$ cat src/rtl/outcmp_pkg.sv
package outcmp_pkg;
    localparam int SYM_W = 3;
    localparam logic [SYM_W-1:0] SYM_NULL     = 3'b000;
    localparam logic [SYM_W-1:0] SYM_AGREE    = 3'b011;
    localparam logic [SYM_W-1:0] SYM_DISAGREE = 3'b110;
    localparam logic [SYM_W-1:0] SYM_COMPARE  = 3'b101;

    typedef enum logic [1:0] {
        CL_NULL, CL_AGREE, CL_DISAGREE, CL_COMPARE
    } sym_class_t;

    typedef enum logic [2:0] {
        ST_IDLE, ST_PRESENT, ST_REQUEST, ST_CLOSE, ST_WAIT, ST_ANSWER
    } hs_state_t;
endpackage

$ cat src/rtl/outcmp_sym_rx.sv
module outcmp_sym_rx
    import outcmp_pkg::*;
(
    input  logic             clk,
    input  logic             rst_n,
    input  logic [SYM_W-1:0] sym_in,
    output sym_class_t       cls_out
);
    logic [SYM_W-1:0] sync1_q, sync2_q, hold_q, accepted_q;

    // two-flop synchronizer, then a two-clock stability filter
    always_ff @(posedge clk or negedge rst_n) begin
        if (!rst_n) begin
            sync1_q    <= SYM_NULL;
            sync2_q    <= SYM_NULL;
            hold_q     <= SYM_NULL;
            accepted_q <= SYM_NULL;
        end else begin
            sync1_q <= sym_in;
            sync2_q <= sync1_q;
            hold_q  <= sync2_q;
            if (sync2_q == hold_q)
                accepted_q <= sync2_q;
        end
    end

    always_comb begin
        unique case (accepted_q)
            SYM_NULL:    cls_out = CL_NULL;
            SYM_AGREE:   cls_out = CL_AGREE;
            SYM_COMPARE: cls_out = CL_COMPARE;
            default:     cls_out = CL_DISAGREE;
        endcase
    end
endmodule

$ cat src/rtl/outcmp_timer.sv
module outcmp_timer #(
    parameter int LIMIT = 16
) (
    input  logic clk,
    input  logic rst_n,
    input  logic restart,
    output logic expired
);
    localparam int CW = (LIMIT > 2) ? $clog2(LIMIT) : 1;
    localparam logic [CW-1:0] LAST = CW'(LIMIT - 1);

    logic [CW-1:0] cnt_q;

    assign expired = (cnt_q == LAST);

    always_ff @(posedge clk or negedge rst_n) begin
        if (!rst_n)
            cnt_q <= '0;
        else if (restart)
            cnt_q <= '0;
        else if (!expired)
            cnt_q <= cnt_q + 1'b1;
    end
endmodule

$ cat src/rtl/outcmp_handshake.sv
module outcmp_handshake
    import outcmp_pkg::*;
#(
    parameter int NUM_PEERS = 3,
    parameter int DATA_W    = 8,
    parameter int TIMEOUT   = 16,
    parameter int IDX_W     = (NUM_PEERS > 1) ? $clog2(NUM_PEERS) : 1
) (
    input  logic                       clk,
    input  logic                       rst_n,
    input  logic                       is_master,
    input  logic [IDX_W-1:0]           master_idx,
    input  logic [NUM_PEERS-1:0]       slave_mask,
    input  logic                       start,
    input  logic [DATA_W-1:0]          local_val,
    input  logic [DATA_W-1:0]          master_val,
    input  logic [SYM_W*NUM_PEERS-1:0] peer_sym,
    output logic [SYM_W-1:0]           my_sym,
    output logic                       out_permit,
    output logic                       self_fault,
    output logic [NUM_PEERS-1:0]       slave_fault
);
    sym_class_t           peer_cls [NUM_PEERS];
    sym_class_t           master_cls;
    logic [NUM_PEERS-1:0] agree_v, answered_v, null_v, agree_m;
    logic                 all_answered, all_null, vals_match;
    logic                 tmr_restart, tmr_expired, decide, slave_resolve;
    hs_state_t            state_q, state_d;
    logic [SYM_W-1:0]     answer_q;

    generate
        for (genvar g = 0; g < NUM_PEERS; g++) begin : g_rx
            outcmp_sym_rx u_rx (
                .clk     (clk),
                .rst_n   (rst_n),
                .sym_in  (peer_sym[g*SYM_W +: SYM_W]),
                .cls_out (peer_cls[g])
            );
        end
    endgenerate

    always_comb begin
        master_cls = CL_NULL;
        for (int i = 0; i < NUM_PEERS; i++) begin
            agree_v[i]    = (peer_cls[i] == CL_AGREE);
            answered_v[i] = (peer_cls[i] == CL_AGREE) || (peer_cls[i] == CL_DISAGREE);
            null_v[i]     = (peer_cls[i] == CL_NULL);
            if (int'(master_idx) == i)
                master_cls = peer_cls[i];
        end
    end

    assign agree_m       = agree_v & slave_mask;
    assign all_answered  = &(answered_v | ~slave_mask);
    assign all_null      = &(null_v | ~slave_mask);
    assign vals_match    = (master_val == local_val);
    assign decide        = (state_q == ST_REQUEST) && (all_answered || tmr_expired);
    assign slave_resolve = (state_q == ST_WAIT) && ((master_cls == CL_COMPARE) || tmr_expired);
    assign tmr_restart   = (state_d != state_q);

    outcmp_timer #(.LIMIT(TIMEOUT)) u_timer (
        .clk     (clk),
        .rst_n   (rst_n),
        .restart (tmr_restart),
        .expired (tmr_expired)
    );

    // state register
    always_ff @(posedge clk or negedge rst_n) begin
        if (!rst_n) state_q <= ST_IDLE;
        else        state_q <= state_d;
    end

    // transitions
    always_comb begin
        state_d = state_q;
        unique case (state_q)
            ST_IDLE:
                if (start) begin
                    if (!is_master)      state_d = ST_WAIT;
                    else if (!self_fault) state_d = ST_PRESENT;
                end
            ST_PRESENT: state_d = ST_REQUEST;
            ST_REQUEST: if (decide) state_d = ST_CLOSE;
            ST_CLOSE:   if (all_null || tmr_expired) state_d = ST_IDLE;
            ST_WAIT:    if (slave_resolve) state_d = ST_ANSWER;
            ST_ANSWER:  if ((master_cls == CL_NULL) || tmr_expired) state_d = ST_IDLE;
            default:    state_d = ST_IDLE;
        endcase
    end

    // registered outputs and answer
    always_ff @(posedge clk or negedge rst_n) begin
        if (!rst_n) begin
            out_permit  <= 1'b0;
            self_fault  <= 1'b0;
            slave_fault <= '0;
            answer_q    <= SYM_NULL;
        end else begin
            out_permit <= 1'b0;
            if (decide) begin
                if (|agree_m) begin
                    out_permit  <= 1'b1;
                    slave_fault <= slave_fault | (slave_mask & ~agree_m);
                end else begin
                    self_fault <= 1'b1;
                end
            end
            if (slave_resolve)
                answer_q <= ((master_cls == CL_COMPARE) && vals_match) ? SYM_AGREE : SYM_DISAGREE;
        end
    end

    // symbol decode
    always_comb begin
        unique case (state_q)
            ST_REQUEST: my_sym = SYM_COMPARE;
            ST_ANSWER:  my_sym = answer_q;
            default:    my_sym = SYM_NULL;
        endcase
    end
endmodule

$ cat config.mk
export PLATFORM = sky130hd
export DESIGN_NAME = outcmp_handshake
export DESIGN_NICKNAME = d
export VERILOG_FILES = /design/src/rtl/outcmp_pkg.sv /design/src/rtl/outcmp_sym_rx.sv /design/src/rtl/outcmp_timer.sv /design/src/rtl/outcmp_handshake.sv
export SDC_FILE = /design/constraint.sdc
export NUM_CORES = 1
export LEC_CHECK = 0
export ABC_AREA = 0
export BUFFER_PORTS_ARGS = -buffer_cell sky130_fd_sc_hd__buf_2
export CORE_UTILIZATION = 55
export CTS_CLUSTER_DIAMETER = 80
export DETAILED_ROUTE_END_ITERATION = 7
export GPL_ROUTABILITY_DRIVEN = 0
export PLACE_DENSITY = 0.79
export SYNTH_ARGS = -nofsm -noshare
export SYNTH_HDL_FRONTEND = slang
export SYNTH_SLANG_ARGS = --single-unit
$ cat constraint.sdc
create_clock -name clk -period 3.1 [get_ports clk]
set_input_delay 0.62 -clock clk [delete_from_list [all_inputs] [get_ports clk]]
set_output_delay 0.62 -clock clk [all_outputs]
set_load 0.1 [all_outputs]
==> results of run 1 <==
[cells in the mapped netlist, types with 3 or more instances]
master    number
a31oi_1        3
nor2_1        11
nand2_1       12
inv_1          8
nor3_1         6
dfrtp_1       51
nor3_2         3
xnor2_1       10
nor2b_1        5
nand3_1        9
nand2b_1       4
nand3b_1       3
nand4b_1       3
a31o_2         3
xor2_1        14
mux2_2         6
ha_1           4
o21ai_0       12
[worst register-to-register path, delay by kind of cell, from the launching register on]
family	cells	cell delay (ns)
XOR/XNOR	1	0.19
AO/OA/AOI/OAI	3	0.67
AND/OR/NAND/NOR	3	0.57
adder cells (fa/ha/maj)	1	0.31
flip-flops	1	0.46
[report_power, final]
group | total [mW] | internal [mW] | switching, mW
logic | 0.822 | 0.269 | 0.553
registers | 0.900 | 0.770 | 0.130
clock network | 0.385 | 0.162 | 0.223
total | 2.11 | 1.20 | 0.905
[cell families (layout without fill, tap and decap cells)]
| logic type | count (synthesis) | in the layout | share of synthesized area, % |
|---|---|---|---|
| compound gates | 36 | 36 | 13.92 |
| xor+xnor | 24 | 24 | 8.889 |
| fa+ha+maj | 4 | 4 | 2.116 |
| buf+inv | 12 | 58 | 2.011 |
| flops | 51 | 51 | 53.97 |
| mux | 7 | 7 | 3.280 |
| simple gates | 65 | 65 | 15.82 |
[routing by layer]
layer,up-vias,track usage [%],wire (um)
li1,794,-,-
met1,779,27.44,1984
met2,49,31.56,1972
met3,7,4.899,190
met4,0,10.11,84
met5,-,0,0
[flip-flops by register name, indices dropped and copies added, names as in the netlist]
name / cells
state_q: 3
answer_q: 3
self_fault: 1
slave_fault: 3
g_rx.u_rx.accepted_q: 9
g_rx.u_rx.hold_q: 9
g_rx.u_rx.sync2_q: 9
g_rx.u_rx.sync1_q: 9
u_timer.cnt_q: 4
out_permit: 1
[final timing paths]
path | startpoint | to | cells past startpoint
max in group asynchronous | rst_n | g_rx[0].u_rx.hold_q[0]$_DFF_PN0_ | 2
hold reg to reg | g_rx[0].u_rx.sync1_q[0]$_DFF_PN0_ | g_rx[0].u_rx.sync2_q[0]$_DFF_PN0_ | 0
setup reg to reg | g_rx[2].u_rx.accepted_q[1]$_DFFE_PN0N_ | u_timer.cnt_q[3]$_DFFE_PN0P_ | 8
setup / recovery | state_q[0]$_DFF_PN0_ | my_sym[2] | 5
min in group clk | g_rx[0].u_rx.sync1_q[0]$_DFF_PN0_ | g_rx[0].u_rx.sync2_q[0]$_DFF_PN0_ | 0
hold / removal | rst_n | g_rx[1].u_rx.hold_q[1]$_DFF_PN0_ | 1
[cell type report]
class                           count  share of cell area [%]
Tap cell                           50                   2.307
Inverter                            8                   1.108
Multi-Input combinational cell    136                   38.39
Timing Repair Buffer               42                   7.845
Clock inverter                      2                  0.5999
Clock buffer                        6                   2.677
Sequential cell                    51                   47.07
[stage by stage]
step	hold slack (ns)	utilization [%]	setup WS, ns	total power [mW]
floorplan	0.3244	-	-0.2827	1.568
global placement	0.3331	64.63	0.9230	1.706
detailed placement	0.3363	64.63	0.8461	1.732
CTS	0.2959	66.82	0.6442	2.119
global route	0.3252	66.82	0.4754	2.228
finish	0.2749	66.82	0.6487	2.107
==> impl_results.md, run 1 <==
- Outcome: complete, no violations
- DR iter-0 viols: about 120
- Synth top area share: 53.97%
- WP buf/inv: 1
- Post-DP HPWL: 3129 um
- Maximum clock path buffer count: 2
- Initial Util: 58.28%
- Critical Path Source Type: flop
- Cell Area, Placed: 0.002623 mm2
- # Post-CTS Setup Buffers: 0
- Actual slew at the worst max-slew pin: between 0.5 and 0.6 ns
- I/O pin count: 42
- Vias in the first global route: between 1000 and 1500
- DR vias: 1629
- RSZ-0062 raised after global routing: false
- Syn Area/Cell: 11.88 um2
- Clk Latency, worst-skew pair: 0.31 ns
- Synth area leader: dfrtp_1
- Finished Cell Area: 0.002711 mm2
- Leak: 1.198 nW
- Sequential cell area: 0.001276 mm2
- Most common cell after layout, fill and taps aside: dfrtp_1
- Share of cells above drive strength 1: 28.16%
- Critical path arrival: 1.83 ns
- Top Family by Delay on Critical Path: flip-flops
- Peak fanout along the critical path: 13
- Setup CP Type: flop to output pin
- Asr flop ratio synth: 100.0%
- Fin nets: 282
- Root buffer cell: clkbuf_8
- Post-Route WL: 4231 um
- Mapped Area: 0.002365 mm2
- Final worst path period share: 79.07%
- Netlist cell types: 43
- CP endpoint kind: output pin
- Hold Fails Final Rpt: 0
- Slowest-stage cell, CP: dfrtp_1
- Die area: 0.004566 mm2
- Avg Vias per Cell: 5.522
- Setup violators final: 0
- Reg2reg setup slack: between 0.8 and 0.9 ns
- Global-route wire length before repair: 6699 um
- ANT cells: 0
- Die X-Extent: 67.57 um
- Most frequent cells in the layout: dfrtp_1, buf_2, xor2_1
- CTS tree: built
- Layout area overhead: 14.66%
- Area contributors post-synth: dfrtp_1, xor2_1, xnor2_1, mux2_2, o21ai_0
- H-tree Lvls: 2
- Ys flop type: dfrtp_1
- Final non-filler cell total: 295
- Initial antenna violation count: 0
- Resized Gates After CTS: 0
- Seq cells post-synth: 51
- Row cnt: 23
- Crit path largest cell delay: ~0.60 ns
- Cell Chain, Critical Path: nand2_1 > nor2_1 > nand2_1 > o21ai_0 > buf_2
- Die Y-Extent: 67.57 um
- Total grt overflow: 0
- Buffers added on ports: between 40 and 50
- Yosys warns: 0
- Pwr dens: 776.9 mW/mm2
- CTS Hold Bufs: 0
- Slew Limit Fails: 0
- Post-DR wirelength/cell: 14.34 um
- DRC violation count after routing: 0
- Worst Skew: about 0.0043 ns
- Core area: 0.004058 mm2
- 1st-pass router iterations: 5
- Area of the multi-input gates: ~0.0010 mm2
- Inserted Clock Buffers: 5
- Post-route setup TNS: 0 ns
- Largest net degree at the start of global routing: 29
- Final ANT Viol Nets: 0
- Crit path required time: 2.48 ns
- Clock sinks: 51
- Max transition margin: 64.36%
- Sequential cell area fraction in the yosys report: a little over half
- Number of synthesized flops with an enable pin: 0
- Highest clock rate: 0.4079 GHz
- Filler cell count: 287
- Cells after synthesis: roughly 200
- Max cap viols: 0
- HP Class: primary input to asynchronous set/reset pin
- Critical Path Most Common Cell: nand2_1
- Worst-path clk slew: around 0.090 ns
- All-Layer GR Usage: 20.67%
- Placed cells: about 290
- Peak supply drop: 562.1 uV
- Syn Nets: approximately 240
- Fin crit period: roughly 2.5 ns
(Power assumes the default switching activity.)
==> run 2: changes to the inputs <==
==> constraint.sdc (replaced) <==
create_clock -name clk -period 2.3 [get_ports clk]
set_input_delay 0.46 -clock clk [delete_from_list [all_inputs] [get_ports clk]]
set_output_delay 0.46 -clock clk [all_outputs]
set_load 0.1 [all_outputs]
==> run 2 against run 1 <==
Net effect:
- setup slack got worse by 0.51 ns
- clock power grew 43%
- combinational power up 42%
- routed wire length is 4.8% lower
- critical path type is now flop to flop
- critical endpoint is now u_timer.cnt_q[3]$_DFFE_PN0P_
- largest power group unchanged
==> impl_results.md, run 2 (synthesis gave the netlist of run 1 again) <==
- Crit path required time: about 2.5 ns
- Post-DP HPWL: approximately 3000 um
- Worst Skew: approximately 0.0079 ns
- Core area: 0.004058 mm2
- Outcome: complete, no violations
- RSZ-0062 raised after global routing: false
- R2R Path Start: g_rx[1].u_rx.accepted_q[1]$_DFFE_PN0N_
- Die area: 0.004566 mm2
- Slew Limit Fails: 0
- HP Class: primary input to asynchronous set/reset pin
- Vias in the first global route: approximately 1500
- Most frequent cells in the layout: dfrtp_1, buf_2, xor2_1
- Post-DR wirelength/cell: 13.52 um
- DR vias: 1591
- Reg2reg path depth: 8
- Crit. Startpoint: g_rx[1].u_rx.accepted_q[1]$_DFFE_PN0N_
- Max transition margin: between 50% and 60%
- Cell Int Power: 1.701 mW
- Placed cells: 290
- Actual slew at the worst max-slew pin: around 0.6 ns
- Setup CP Type: flop to flop
- P_sw: 1.198 mW
- Slowest-stage cell, CP: dfrtp_1
- Post-Route WL: 4030 um
- Clock sinks: 51
- All-Layer GR Usage: 20.33%
- Final non-filler cell total: 298
- Part of the power in registers: 40.8%
- Die Y-Extent: around 68 um
- Total power: 2.899 mW
- Peak fanout along the critical path: 5
- 1st-pass router iterations: 4
- Resized Gates After CTS: 0
- Final ANT Viol Nets: 0
- Leak: 1.223 nW
- Root buffer cell: clkbuf_8
- Initial antenna violation count: 0
- Net Sw Frac: 41.33%
- # Post-CTS Setup Buffers: 0
- Largest net degree at the start of global routing: 52
- Hold Fails Final Rpt: 0
- H-tree Lvls: 2
- Die X-Extent: just under 70 um
- DRC violation count after routing: 0
- Clock power share: 19.0%
- CTS Hold Bufs: 0
- Maximum clock path buffer count: 2
- Initial Util: 58.28%
- Critical path arrival: 2.36 ns
- Cell Chain, Critical Path: xor2_1 > nand2_1 > ha_1 > nand2b_1 > a41o_1 > a221oi_2 > o311ai_4 > a2111oi_4
- Fin nets: 285
- DR iter-0 viols: 160
- Clk Latency, worst-skew pair: 0.30 ns
- Share of cells above drive strength 1: 30.65%
- Final worst path period share: 93.93%
- Buffers added on ports: 41
- Pwr dens: roughly 1000 mW/mm2
- CP endpoint kind: flop
- Comb power frac: 40.2%
- Fin crit period: ~2.2 ns
- Setup violators final: 0
- Highest clock rate: 0.4629 GHz
- Row cnt: 23
- ANT cells: 0
- Layout area overhead: 16.83%
- Max cap viols: 0
- CTS tree: built
- Peak supply drop: about 650 uV
- Worst-path clk slew: 0.09 ns
- Inserted Clock Buffers: 5
- Total grt overflow: 0
- Crit path largest cell delay: 0.44 ns
- Global-route wire length before repair: roughly 6700 um
- Most common cell after layout, fill and taps aside: dfrtp_1
- Critical Path Source Type: flop
- I/O pin count: 42
- Avg Vias per Cell: 5.339
run 2: cell count changes in the layout (fill, tap and decap cells not counted), moves of 2 or more:
| cell | before | now |
|---|---|---|
| o21ai_0 | 12 | 10 |
| buf_4 | 1 | 4 |
| clkbuf_8 | 5 | 7 |
| o21ai_1 | 2 | 4 |
run 2: layout make-up:
cell class	count	area, um2
Timing Repair Buffer	45	237.7
Inverter	8	30.03
Clock inverter	1	7.507
Multi-Input combinational cell	136	1051
Tap cell	50	62.56
Sequential cell	51	1277
Clock buffer	7	96.34
Fill cell	303	1295
run 2: worst max-delay path, delay by kind of cell, from the launching register on:
family | cells | cell delay (ns)
DFF | 1 | 0.44
and+or+nand+nor | 2 | 0.23
adders and majority gates | 1 | 0.19
AOI/OAI and AO/OA | 4 | 0.98
xor gates and xnor gates | 1 | 0.22
run 2: worst paths after layout:
path	slack (ns)	to
setup / recovery	0.14	u_timer.cnt_q[3]$_DFFE_PN0P_
hold / removal	0.23	g_rx[1].u_rx.hold_q[2]$_DFF_PN0_
setup reg to reg	0.14	u_timer.cnt_q[3]$_DFFE_PN0P_
hold reg to reg	0.35	g_rx[1].u_rx.sync2_q[2]$_DFF_PN0_
max in group asynchronous	1.62	g_rx[2].u_rx.accepted_q[2]$_DFFE_PN0N_
min in group clk	0.26	g_rx[0].u_rx.sync1_q[1]$_DFF_PN0_
run 2: routing by layer:
metal | global-route usage, % | share of wire [%]
met1 | 27.16 | 47
met5 | 0 | 0
met3 | 4.561 | 4.1
met4 | 9.309 | 1.3
met2 | 31.31 | 47
run 2: power by group through the flow:
stage | clock [mW] | sequential, mW | combinational, mW
floorplan | 0 | 1.37 | 0.745
global placement | 0 | 1.19 | 1.13
detailed placement | 0 | 1.20 | 1.15
CTS | 0.566 | 1.18 | 1.16
global route | 0.600 | 1.21 | 1.26
finish | 0.552 | 1.18 | 1.17
run 2: per-stage QoR:
step | hold slack, ns | TNS, ns | setup WS [ns] | cell area (um2) | util, %
finish | 0.2347 | 0 | 0.1395 | 2763 | 68.09
global route | 0.2436 | 0 | 0.009324 | 2763 | 68.09
global placement | 0.3324 | 0 | 0.2302 | 2645 | 65.19
floorplan | 0.1644 | -0.3282 | -0.1641 | 2365 | -
detailed placement | 0.3389 | 0 | 0.1419 | 2645 | 65.19
CTS | 0.2525 | 0 | 0.1204 | 2749 | 67.75
==> run 3: changes to the inputs <==
--- a/config.mk
+++ b/config.mk
@@ -12,6 +12,7 @@
 export DETAILED_ROUTE_END_ITERATION = 7
 export GPL_ROUTABILITY_DRIVEN = 0
 export PLACE_DENSITY = 0.79
+export REMOVE_ABC_BUFFERS = 1
 export SYNTH_ARGS = -nofsm -noshare
 export SYNTH_HDL_FRONTEND = slang
 export SYNTH_SLANG_ARGS = --single-unit
==> run 3 against run 2 <==
Net effect:
- sequential power barely moved
- total power rose by 3.0%
- setup slack got worse by 0.011 ns
- sequential share of layout area fell by 0.25 points
- critical endpoint unchanged
==> impl_results.md, run 3 (synthesis gave the netlist of run 1 again) <==
- Fin crit period: 2.171 ns
- Cell Chain, Critical Path: xor2_1 > nand2_1 > ha_1 > nand2b_1 > a41o_1 > a221oi_2 > o311ai_4 > a2111oi_4
- Peak fanout along the critical path: 5
- HP Class: primary input to asynchronous set/reset pin
- DR iter-0 viols: 143
- Slew Limit Fails: 0
- Pwr dens: 1074 mW/mm2
- Clk Latency, worst-skew pair: 0.30 ns
- Maximum clock path buffer count: 2
- Avg Vias per Cell: ~5.4
- Share of cells above drive strength 1: 31.05%
- Critical path arrival: 2.37 ns
- Final worst slack: 0.1290 ns
- RSZ-0062 raised after global routing: false
- Initial Util: 58.28%
- CP endpoint kind: flop
- Inserted Clock Buffers: 5
- Worst Skew: 0.007796 ns
- Total power: 2.987 mW
- Fin nets: ~290
- 1st-pass router iterations: 4
- Post-DP HPWL: 3133 um
- Post-DR wirelength/cell: ~14 um
- Crit path required time: 2.50 ns
- DRC violation count after routing: 0
- Leak: ~1.2 nW
- Final worst path period share: 94.39%
- Worst-path clk slew: 0.09 ns
- Outcome: complete, no violations
- Setup CP Type: flop to flop
- Vias in the first global route: 1589
- Placed cells: 290
- Post-Route WL: 4144 um
- Die area: around 0.0046 mm2
- Core area: 0.004058 mm2
- Top Family by Delay on Critical Path: compound AO/OA/AOI/OAI gates
- All-Layer GR Usage: 21.86%
- Root buffer cell: clkbuf_8
- I/O pin count: 42
- Max cap viols: 0
- Die Y-Extent: ~68 um
- Clock sinks: 51
- Final ANT Viol Nets: 0
- Max transition margin: 59.37%
- Row cnt: 23
- Actual slew at the worst max-slew pin: 0.6094 ns
- Reg2reg setup slack: 0.13 ns
- H-tree Lvls: 2
- Peak supply drop: 751.5 uV
- Setup violators final: 0
- ANT cells: 0
- DR vias: ~1600
- Global-route wire length before repair: roughly 7200 um
- Critical Path Source Type: flop
- Most frequent cells in the layout: dfrtp_1, buf_2, xor2_1
- Final non-filler cell total: 298
- Crit path largest cell delay: 0.45 ns
- WP buf/inv: 0
- Largest net degree at the start of global routing: 52
- Highest clock rate: 0.4606 GHz
- Hold_ws: 0.2541 ns
- Hold Fails Final Rpt: 0
- Buffers added on ports: 41
- Most common cell after layout, fill and taps aside: dfrtp_1
- Initial antenna violation count: 0
- CTS tree: built
- Total grt overflow: 0
- Layout area overhead: 17.57%
- Post-route setup TNS: 0 ns
- Die X-Extent: around 68 um
- DP Worst Slack: 0.1408 ns
- CTS Hold Bufs: 0
- Slowest-stage cell, CP: dfrtp_1
-- run 3: report_power, final --
| group | total (mW) | internal [mW] | switching [mW] | leakage (nW) |
|---|---|---|---|---|
| Clock | 0.631 | 0.352 | 0.279 | 0.0612 |
| Sequential | 1.18 | 1.04 | 0.144 | 0.595 |
| Combinational | 1.17 | 0.393 | 0.780 | 0.577 |
-- run 3: worst paths after layout --
check                                                        from                                endpoint  depth (start not counted)
setup / recovery           g_rx[1].u_rx.accepted_q[1]$_DFFE_PN0N_            u_timer.cnt_q[3]$_DFFE_PN0P_                          8
hold / removal                                              rst_n              slave_fault[1]$_DFFE_PN0P_                          2
setup reg to reg           g_rx[1].u_rx.accepted_q[1]$_DFFE_PN0N_            u_timer.cnt_q[3]$_DFFE_PN0P_                          8
hold reg to reg                 g_rx[0].u_rx.sync1_q[2]$_DFF_PN0_       g_rx[0].u_rx.sync2_q[2]$_DFF_PN0_                          0
max in group asynchronous                                   rst_n  g_rx[2].u_rx.accepted_q[2]$_DFFE_PN0N_                          2
min in group clk                                      peer_sym[3]       g_rx[1].u_rx.sync1_q[0]$_DFF_PN0_                          1
-- run 3: stage by stage --
| step | util [%] | cell area [um2] |
|---|---|---|
| floorplan | - | 2347 |
| global placement | 65.19 | 2645 |
| detailed placement | 65.19 | 2645 |
| CTS | 68.09 | 2763 |
| global route | 68.52 | 2780 |
| finish | 68.52 | 2780 |
-- run 3: final cells by class --
type                            instances  area, um2
Sequential cell                        51       1279
Fill cell                             304       1277
Multi-Input combinational cell        136       1051
Timing Repair Buffer                   45      240.2
Clock buffer                            6      82.58
Tap cell                               50      62.56
Clock inverter                          2      35.03
Inverter                                8      30.03
-- run 3: per-layer routing --
layer / vias to the layer above / global-route usage (%) / share of wire [%]
li1: 796 / - / -
met5: - / 0 / 0
met3: 6 / 6.081 / 4.0
met1: 785 / 27.63 / 46
met4: 0 / 8.511 / 1.4
met2: 36 / 35.27 / 49
-- run 3: repair_timing --
action | in CTS | in global routing
resized for setup | 0 | 6
setup buffers | 0 | 0
endpoints found under the setup margin | 0 | 3
